## src/rtl/fsched_pkg.sv

```systemverilog
`timescale 1ns/1ps
package fsched_pkg;

  // Rank of a candidate: bit 1 = favoured thread tier, bit 0 = open-row hit
  typedef logic [1:0] rank_t;

  function automatic rank_t make_rank(input logic fair_on,
                                      input logic is_slow,
                                      input logic is_hit);
    make_rank = {fair_on & is_slow, is_hit};
  endfunction

endpackage

```

## src/rtl/fsched_buffer.sv

```systemverilog
`timescale 1ns/1ps
module fsched_buffer #(
  parameter int DEPTH  = 16,
  parameter int TID_W  = 2,
  parameter int BANK_W = 3,
  parameter int ROW_W  = 8,
  localparam int IDX_W = $clog2(DEPTH)
) (
  input  logic                          clk,
  input  logic                          rst_n,
  input  logic                          wr_en,
  input  logic [TID_W-1:0]              wr_tid,
  input  logic [BANK_W-1:0]             wr_bank,
  input  logic [ROW_W-1:0]              wr_row,
  input  logic                          rm_en,
  input  logic [IDX_W-1:0]              rm_idx,
  output logic [DEPTH-1:0]              valid_q,
  output logic [DEPTH-1:0][TID_W-1:0]   tid_q,
  output logic [DEPTH-1:0][BANK_W-1:0]  bank_q,
  output logic [DEPTH-1:0][ROW_W-1:0]   row_q,
  output logic [DEPTH-1:0][DEPTH-1:0]   older_q,
  output logic                          full
);

  logic [IDX_W-1:0]            free_idx;
  logic                        accept;
  logic [DEPTH-1:0]            rm_mask;
  logic [DEPTH-1:0]            valid_d;
  logic [DEPTH-1:0][DEPTH-1:0] older_d;

  assign full   = &valid_q;
  assign accept = wr_en & ~full;

  // Lowest free entry
  always_comb begin
    free_idx = '0;
    for (int i = DEPTH - 1; i >= 0; i--) begin
      if (!valid_q[i]) free_idx = IDX_W'(i);
    end
  end

  always_comb begin
    rm_mask = '0;
    if (rm_en) rm_mask[rm_idx] = 1'b1;
  end

  // Next state: occupancy and arrival-order matrix
  always_comb begin
    valid_d = valid_q & ~rm_mask;
    if (accept) valid_d[free_idx] = 1'b1;
    for (int k = 0; k < DEPTH; k++) begin
      older_d[k] = older_q[k] & ~rm_mask;
    end
    if (accept) older_d[free_idx] = valid_q & ~rm_mask;
  end

  always_ff @(posedge clk or negedge rst_n) begin
    if (!rst_n) begin
      valid_q <= '0;
      older_q <= '0;
    end else begin
      valid_q <= valid_d;
      older_q <= older_d;
    end
  end

  // Payload storage with per-entry write enables
  for (genvar g = 0; g < DEPTH; g++) begin : g_ent
    logic ent_we;
    assign ent_we = accept && (free_idx == IDX_W'(g));
    always_ff @(posedge clk) begin
      if (ent_we) begin
        tid_q[g]  <= wr_tid;
        bank_q[g] <= wr_bank;
        row_q[g]  <= wr_row;
      end
    end
  end

endmodule

```

## src/rtl/fsched_openrow.sv

```systemverilog
`timescale 1ns/1ps
module fsched_openrow #(
  parameter int BANK_W = 3,
  parameter int ROW_W  = 8,
  localparam int NBANK = 1 << BANK_W
) (
  input  logic                         clk,
  input  logic                         rst_n,
  input  logic                         upd_en,
  input  logic [BANK_W-1:0]            upd_bank,
  input  logic [ROW_W-1:0]             upd_row,
  output logic [NBANK-1:0]             open_v,
  output logic [NBANK-1:0][ROW_W-1:0]  open_row
);

  for (genvar b = 0; b < NBANK; b++) begin : g_bank
    logic bank_we;
    logic v_d;
    assign bank_we = upd_en && (upd_bank == BANK_W'(b));
    assign v_d     = open_v[b] | bank_we;

    always_ff @(posedge clk or negedge rst_n) begin
      if (!rst_n) begin
        open_v[b]   <= 1'b0;
        open_row[b] <= '0;
      end else begin
        open_v[b] <= v_d;
        if (bank_we) open_row[b] <= upd_row;
      end
    end
  end

endmodule

```

## src/rtl/fsched_pick.sv

```systemverilog
`timescale 1ns/1ps
module fsched_pick
  import fsched_pkg::*;
#(
  parameter int DEPTH  = 16,
  parameter int TID_W  = 2,
  parameter int BANK_W = 3,
  parameter int ROW_W  = 8,
  localparam int IDX_W = $clog2(DEPTH),
  localparam int NBANK = 1 << BANK_W
) (
  input  logic [DEPTH-1:0]              valid,
  input  logic [DEPTH-1:0][TID_W-1:0]   tid,
  input  logic [DEPTH-1:0][BANK_W-1:0]  bank,
  input  logic [DEPTH-1:0][ROW_W-1:0]   row,
  input  logic [DEPTH-1:0][DEPTH-1:0]   older,
  input  logic [NBANK-1:0]              open_v,
  input  logic [NBANK-1:0][ROW_W-1:0]   open_row,
  input  logic                          fair_mode,
  input  logic [TID_W-1:0]              slow_tid,
  output logic [DEPTH-1:0]              hit_vec,
  output logic                          any_valid,
  output logic [IDX_W-1:0]              win_idx,
  output logic                          win_hit
);

  rank_t            rank [DEPTH];
  logic [DEPTH-1:0] win_vec;

  for (genvar i = 0; i < DEPTH; i++) begin : g_rank
    assign hit_vec[i] = open_v[bank[i]] && (open_row[bank[i]] == row[i]);
    assign rank[i]    = make_rank(fair_mode, tid[i] == slow_tid, hit_vec[i]);
  end

  // Entry i wins if it beats every other occupied entry
  for (genvar i = 0; i < DEPTH; i++) begin : g_win
    logic [DEPTH-1:0] beats;
    for (genvar j = 0; j < DEPTH; j++) begin : g_cmp
      if (i == j) begin : g_self
        assign beats[j] = 1'b1;
      end else begin : g_other
        assign beats[j] = !valid[j] || (rank[i] > rank[j]) ||
                          ((rank[i] == rank[j]) && older[j][i]);
      end
    end
    assign win_vec[i] = valid[i] && (&beats);
  end

  assign any_valid = |valid;

  // Encode, lowest index taken if more than one were ever set
  always_comb begin
    win_idx = '0;
    win_hit = 1'b0;
    for (int i = DEPTH - 1; i >= 0; i--) begin
      if (win_vec[i]) begin
        win_idx = IDX_W'(i);
        win_hit = hit_vec[i];
      end
    end
  end

endmodule

```

## src/rtl/dram_fair_sched.sv

```systemverilog
`timescale 1ns/1ps
module dram_fair_sched #(
  parameter int DEPTH  = 16,
  parameter int TID_W  = 2,
  parameter int BANK_W = 3,
  parameter int ROW_W  = 8,
  localparam int IDX_W = $clog2(DEPTH),
  localparam int NBANK = 1 << BANK_W
) (
  input  logic              clk,
  input  logic              rst_n,
  input  logic              req_valid,
  input  logic [TID_W-1:0]  req_tid,
  input  logic [BANK_W-1:0] req_bank,
  input  logic [ROW_W-1:0]  req_row,
  output logic              full,
  input  logic              slot_go,
  input  logic              fair_mode,
  input  logic [TID_W-1:0]  slow_tid,
  output logic              gnt_valid,
  output logic [IDX_W-1:0]  gnt_idx,
  output logic [TID_W-1:0]  gnt_tid,
  output logic [BANK_W-1:0] gnt_bank,
  output logic [ROW_W-1:0]  gnt_row,
  output logic              gnt_hit
);

  logic [DEPTH-1:0]              valid_vec;
  logic [DEPTH-1:0][TID_W-1:0]   tid_vec;
  logic [DEPTH-1:0][BANK_W-1:0]  bank_vec;
  logic [DEPTH-1:0][ROW_W-1:0]   row_vec;
  logic [DEPTH-1:0][DEPTH-1:0]   older_mat;
  logic [NBANK-1:0]              open_v;
  logic [NBANK-1:0][ROW_W-1:0]   open_row;
  logic [DEPTH-1:0]              hit_vec;
  logic                          any_valid;
  logic [IDX_W-1:0]              win_idx;
  logic                          win_hit;
  logic                          issue;

  assign issue = slot_go & any_valid;

  fsched_buffer #(
    .DEPTH(DEPTH), .TID_W(TID_W), .BANK_W(BANK_W), .ROW_W(ROW_W)
  ) u_buf (
    .clk     (clk),
    .rst_n   (rst_n),
    .wr_en   (req_valid),
    .wr_tid  (req_tid),
    .wr_bank (req_bank),
    .wr_row  (req_row),
    .rm_en   (issue),
    .rm_idx  (win_idx),
    .valid_q (valid_vec),
    .tid_q   (tid_vec),
    .bank_q  (bank_vec),
    .row_q   (row_vec),
    .older_q (older_mat),
    .full    (full)
  );

  fsched_openrow #(
    .BANK_W(BANK_W), .ROW_W(ROW_W)
  ) u_open (
    .clk      (clk),
    .rst_n    (rst_n),
    .upd_en   (issue),
    .upd_bank (bank_vec[win_idx]),
    .upd_row  (row_vec[win_idx]),
    .open_v   (open_v),
    .open_row (open_row)
  );

  fsched_pick #(
    .DEPTH(DEPTH), .TID_W(TID_W), .BANK_W(BANK_W), .ROW_W(ROW_W)
  ) u_pick (
    .valid     (valid_vec),
    .tid       (tid_vec),
    .bank      (bank_vec),
    .row       (row_vec),
    .older     (older_mat),
    .open_v    (open_v),
    .open_row  (open_row),
    .fair_mode (fair_mode),
    .slow_tid  (slow_tid),
    .hit_vec   (hit_vec),
    .any_valid (any_valid),
    .win_idx   (win_idx),
    .win_hit   (win_hit)
  );

  // Grant register: next-state values, then the flops
  logic              gv_d;
  logic [IDX_W-1:0]  gi_d;
  logic [TID_W-1:0]  gt_d;
  logic [BANK_W-1:0] gb_d;
  logic [ROW_W-1:0]  gr_d;
  logic              gh_d;

  always_comb begin
    gv_d = issue;
    gi_d = win_idx;
    gt_d = tid_vec[win_idx];
    gb_d = bank_vec[win_idx];
    gr_d = row_vec[win_idx];
    gh_d = win_hit;
  end

  always_ff @(posedge clk or negedge rst_n) begin
    if (!rst_n) begin
      gnt_valid <= 1'b0;
      gnt_idx   <= '0;
      gnt_tid   <= '0;
      gnt_bank  <= '0;
      gnt_row   <= '0;
      gnt_hit   <= 1'b0;
    end else begin
      gnt_valid <= gv_d;
      if (issue) begin
        gnt_idx  <= gi_d;
        gnt_tid  <= gt_d;
        gnt_bank <= gb_d;
        gnt_row  <= gr_d;
        gnt_hit  <= gh_d;
      end
    end
  end

endmodule

```

## config.mk

```make
export PLATFORM = sky130hd
export DESIGN_NAME = dram_fair_sched
export DESIGN_NICKNAME = d
export VERILOG_FILES = /design/src/rtl/fsched_pkg.sv /design/src/rtl/fsched_buffer.sv /design/src/rtl/fsched_openrow.sv /design/src/rtl/fsched_pick.sv /design/src/rtl/dram_fair_sched.sv
export SDC_FILE = /design/constraint.sdc
export NUM_CORES = 2
export LEC_CHECK = 0
export BUFFER_PORTS_ARGS = -buffer_cell sky130_fd_sc_hd__buf_2
export CELL_PAD_IN_SITES_DETAIL_PLACEMENT = 2
export CELL_PAD_IN_SITES_GLOBAL_PLACEMENT = 2
export CORE_MARGIN = 10
export CORE_UTILIZATION = 48
export DETAILED_ROUTE_END_ITERATION = 12
export GPL_TIMING_DRIVEN = 0
export PLACE_DENSITY = 0.92
export SLEW_MARGIN = 20
export SYNTH_ARGS = -nofsm -noshare
export SYNTH_HDL_FRONTEND = slang
export SYNTH_SLANG_ARGS = --single-unit
```

## constraint.sdc

```tcl
create_clock -name clk -period 14.5 [get_ports clk]
set_clock_uncertainty 0.15 [all_clocks]
set_input_delay 0 -clock clk [delete_from_list [all_inputs] [get_ports clk]]
set_output_delay 0 -clock clk [all_outputs]
set_load 0.02 [all_outputs]
```

==> results of run 1 <==
through the flow:
step | utilization [%] | TNS [ps]
after floorplan | - | 0
after global placement | 50.5 | -5180
after detailed placement | 51.4 | 0
after CTS | 54.4 | 0
synth_stat cells (19+ instances only):
| master | count |
|---|---|
| nand2_1 | 162 |
| o22ai_1 | 33 |
| nor2b_1 | 53 |
| xnor2_1 | 158 |
| dfrtp_1 | 347 |
| nor3_1 | 21 |
| nand4_1 | 65 |
| mux4_2 | 288 |
| mux2_2 | 74 |
| buf_1 | 37 |
| a32oi_1 | 26 |
| nand3_1 | 122 |
| edfxtp_1 | 208 |
| nand2b_1 | 47 |
| clkbuf_1 | 199 |
| nor2_1 | 444 |
| a22oi_1 | 27 |
| mux2i_1 | 215 |
| a211oi_1 | 19 |
| a31oi_1 | 42 |
| ha_1 | 240 |
| a21oi_1 | 123 |
| nand4b_1 | 105 |
| o21ai_0 | 140 |
| o211ai_1 | 38 |
| buf_2 | 41 |
| inv_1 | 167 |
| nor4_1 | 25 |
| a222oi_1 | 25 |
cell families after synthesis:
logic type / synth area share (%)
muxes: 23.5
DFF: 36.6
adders and majority gates: 7.35
and+or+nand+nor: 14.0
AOI/OAI and AO/OA: 10.2
buffers and inverters: 4.56
xor gates and xnor gates: 3.77
layer usage:
layer	GRT overflow	global-route usage, %
met2	20	80.9
met3	0	57.9
met4	42	64.9
met5	0	35.6
met1	0	67.0
==> results.md, run 1 <==
- Status: stopped before the end
- Last flow stage reached: global routing
- Error msg: [ERROR GRT-0232] Routing congestion too high. Check the congestion heatmap in the GUI.
- Hold Buf Count CTS: 17
- Global Route Usage Sum: 67.8%
- Placed cell areas: 43200 µm²
- Clock root cell: clkbuf_16
- Post-synth EDFFs: 208
- Post-synth top area share: 21.3%
- Post-synth ARST share: 62.5%
- HPWL after DPL: 172000 µm
- Synthesis Warnings: 0
- CTS H-tree lvls: 3
- Top post-synthesis cells by area: dfrtp_1 (21%), mux4_2 (16%), edfxtp_1 (15%), ha_1 (7.4%), mux2i_1 (5.3%)
- CTS resizes: 0
- Syn Std Cell Area: 40800 µm²
- Syn Area/Cell: 10.9 µm²
- # rows: 106
- Primary FF master, synth: dfrtp_1
- Register area share after synthesis: 36.6%
- Inst Count DP: 4961
- Die Wd: 312 µm
- CTS Buf Count: 70
- Synth Net Count: 4013
- Synthesis-stage register bit count: 555
- Largest net degree at the start of global routing: 89
- Cell variety after synth: 91
- Post-CTS Setup Bufs: 0
- Worst setup slack after placement: 3280 ps
- GR Overflow Total: 62
- Initial core utilization: 48.6%
- Cell taking the most area after synthesis: dfrtp_1
- Syn Inst Count: 3753
- Clock buffer depth: 3
- GPL Wtd Cong: 1.06
- Clock tree sinks: 555
- Die Y-Extent: 312 µm
- Port Buffers: 37
- I/O Pins: 40
==> run 2: changes to the inputs <==
--- a/config.mk
+++ b/config.mk
@@ -6,13 +6,11 @@
 export NUM_CORES = 2
 export LEC_CHECK = 0
 export BUFFER_PORTS_ARGS = -buffer_cell sky130_fd_sc_hd__buf_2
-export CELL_PAD_IN_SITES_DETAIL_PLACEMENT = 2
-export CELL_PAD_IN_SITES_GLOBAL_PLACEMENT = 2
 export CORE_MARGIN = 10
-export CORE_UTILIZATION = 48
+export CORE_UTILIZATION = 35
 export DETAILED_ROUTE_END_ITERATION = 12
 export GPL_TIMING_DRIVEN = 0
-export PLACE_DENSITY = 0.92
+export PLACE_DENSITY_LB_ADDON = 0.15
 export SLEW_MARGIN = 20
 export SYNTH_ARGS = -nofsm -noshare
 export SYNTH_HDL_FRONTEND = slang
==> run 2 against run 1 <==
  * The flow now finishes without violations
  * Area after synthesis unchanged
  * Synthesized cell count stayed put
==> results.md, run 2 <==
- CTS Buf Count: 71
- RR Endpoint: u_buf.older_q[115]
- Register area share after synthesis: 36.6%
- Syn Std Cell Area: 40800 µm²
- GPL Wtd Cong: 1.01
- Multi-input gate area: 24100 µm²
- Synthesis-stage register bit count: 555
- Max VDD drop: 96.7 µV
- CTS tree: done
- Drt initial violations: 4951
- Post-synth EDFFs: 208
- First-pass GRT wire length: 285000 µm
- Final ANT Viol Nets: 0
- RSZ-0062 raised after global routing: false
- Max Clk Rate: 83.8 MHz
- Clock buffer depth: 3
- Worst relative slew slack: 14.3%
- Post-synth ARST share: 62.5%
- Clock root cell: clkbuf_16
- Synth Net Count: 4013
- Initial core utilization: 35.2%
- Worst hold slack: 154 ps
- Vias: 36.0k
- Global Route Usage Sum: 30.9%
- Filler cells: 11.5k
- Clock Latency Late Sink: 700 ps
- Least-Margin Pin Slew: 1280 ps
- HPWL after DPL: 155000 µm
- Synthesis Warnings: 0
- Final Cell Area: 46300 µm²
- Worst R2R Path Depth: 24
- Min-Delay Endpoint: u_buf.row_q[51]
- Primary FF master, synth: dfrtp_1
- Max FFs per register: 240
- Die Wd: 362 µm
- Critical path peak fanout: 14
- Post-synth top area share: 21.3%
- Syn Inst Count: 3753
- CTS H-tree lvls: 3
- Post-synth top cells: nor2_1 (444), dfrtp_1 (347), mux4_2 (288)
- Count leader, synth: nor2_1
- Hold Crit Class: in -> reg
- Worst r2r src: u_buf.bank_q[45]
- Vias in the first global route: 34.6k
- # rows: 125
- Pwr/cell area: 114 nW/µm²
- DRC Markers: 0
- Status: completed
- Cell taking the most area after synthesis: dfrtp_1
- Die Y-Extent: 362 µm
- Placed cell areas: 43700 µm²
- I/O Pins: 40
- LEAKAGE: 0.0176 µW
- WP data arrival: 12270 ps
- Critical path type: reg -> reg
- Most frequent cells in the layout: nor2_1 (442), dfrtp_1 (347), mux4_2 (288), ha_1 (240), mux2i_1 (215)
- Max_cap viols: 0
- Core area: 116000 µm²
- Share of layout cells above drive strength 1: 17.5%
- Clock tree sinks: 555
- Clock-pin slew on the worst setup and hold paths: 60 ps
- Reg-to-reg slack, setup: 2560 ps
- Area delta synth->final: 13.4%
- Pre-Repair DR Iteration Count: 6
- Final hold violation count: 0
- Crit. End Element: register
- Biggest regs: u_buf.older_q (240), u_buf.row_q (128), u_open.open_row (64)
- Largest net degree at the start of global routing: 87
- GR Overflow Total: 0
- Final period utilization: 82.3%
- Worst Hold Depth: 2
- Syn Area/Cell: 10.9 µm²
- Pwr Total: 5270 µW
- Wire length per cell: 37.9 µm
- Cell variety after synth: 91
- Final slew viol count: 0
- Crit path time final: 11940 ps
- Initial antenna violation count: 7
- DR vias/cell: 6.55
- Setup-failing EPs final: 0
- Most common cell after layout, fill and taps aside: nor2_1
- Most flops, register: u_buf.older_q
- Top post-synthesis cells by area: dfrtp_1 (21%), mux4_2 (16%), edfxtp_1 (15%), ha_1 (7.4%), mux2i_1 (5.3%)
- Startpoint Class: register
- Die area: 131000 µm²
- Final #Nets: 4179
- CP Data Required Time: 14830 ps
- Final wirelength: 208000 µm
- Port Buffers: 37
- Register area: 14900 µm²
- Hold Crit Start: req_row[3]
==> run 2: layer usage <==
metal | share of wire, % | track usage (%) | up-vias
met5 | 0.0053 | 0 | -
met4 | 8.1 | 19.9 | 2
met1 | 38 | 38.4 | 18300
li1 | - | - | 14700
met3 | 10 | 7.51 | 633
met2 | 44 | 47.8 | 2385
==> run 2: worst max path at each step <==
stage	from	to
final	u_buf.bank_q[45]	u_buf.older_q[115]
after global routing	u_buf.bank_q[45]	u_buf.older_q[115]
after global placement	u_buf.bank_q[33]	u_buf.older_q[210]
after floorplan	u_buf.bank_q[33]	u_open.open_row[24]
after CTS	u_buf.bank_q[45]	u_buf.older_q[115]
after detailed placement	u_buf.bank_q[45]	u_buf.older_q[163]
==> run 2: metrics by stage <==
stage / std cells / util [%] / setup slack, ps / setup TNS (ps)
4_1_cts: 5498 / 39.9 / 2660 / 0
6_report: 5501 / 39.9 / 2560 / 0
5_1_grt: 5498 / 39.9 / 2540 / 0
3_3_place_gp: 5314 / 37.0 / -500 / -11010
2_1_floorplan: 3753 / - / 6800 / 0
3_5_place_dp: 5353 / 37.7 / 2710 / 0
==> run 2: layout make-up <==
cell class | count | share of cell area [%]
multi-input cells | 2731 | 52.1
flip-flops and latches | 555 | 32.2
clock buffers | 97 | 4.38
well taps | 1524 | 4.12
plain buffers | 288 | 2.64
repair buffers | 93 | 2.19
inverters | 179 | 1.45
clock inverters | 31 | 0.821
diodes | 3 | 0.0162
==> run 2: cells by family (layout without fill, tap and decap cells) <==
logic type | after synthesis | count (layout) | synth area share (%)
AO/OA/AOI/OAI | 611 | 611 | 10.2
XOR/XNOR | 176 | 176 | 3.77
adder cells (fa/ha/maj) | 240 | 240 | 7.35
buffers and inverters | 467 | 688 | 4.56
flip-flops | 555 | 555 | 36.6
multiplexers | 587 | 587 | 23.5
other | 0 | 3 | 0
AND/OR/NAND/NOR | 1117 | 1117 | 14.0
==> run 2: worst max-delay path, cell delays in order (launching register included) <==
cell      delay (ps)
edfxtp_1         320
clkbuf_1         660
clkbuf_2         590
mux4_2           580
xnor2_1          170
nand2_1           60
o21ai_0          640
nand4_1          750
inv_1           1060
ha_1             310
nor2b_1           50
o211ai_1         570
nand4_1          260
nor4_1           540
or4b_1           520
o211ai_1         510
a311oi_1         270
o41ai_2          840
clkbuf_1         620
buf_2            450
buf_2            350
nand2_1           80
inv_1            390
clkbuf_1         820
nor2_1           140
==> run 2: report_power, final <==
part           internal [µW]  switching [µW]  leakage [µW]
registers               1730             202       0.00623
clock network           1090             798       0.00116
logic                    626             825        0.0102
total                   3450            1830        0.0176
==> run 2: what timing repair did <==
item,CTS,global route
buffers inserted,0,0
gates resized for setup,0,0
hold buffers,17,0
endpoints found under the hold margin,580,0
Note: power is estimated with default switching activity, not from simulation.
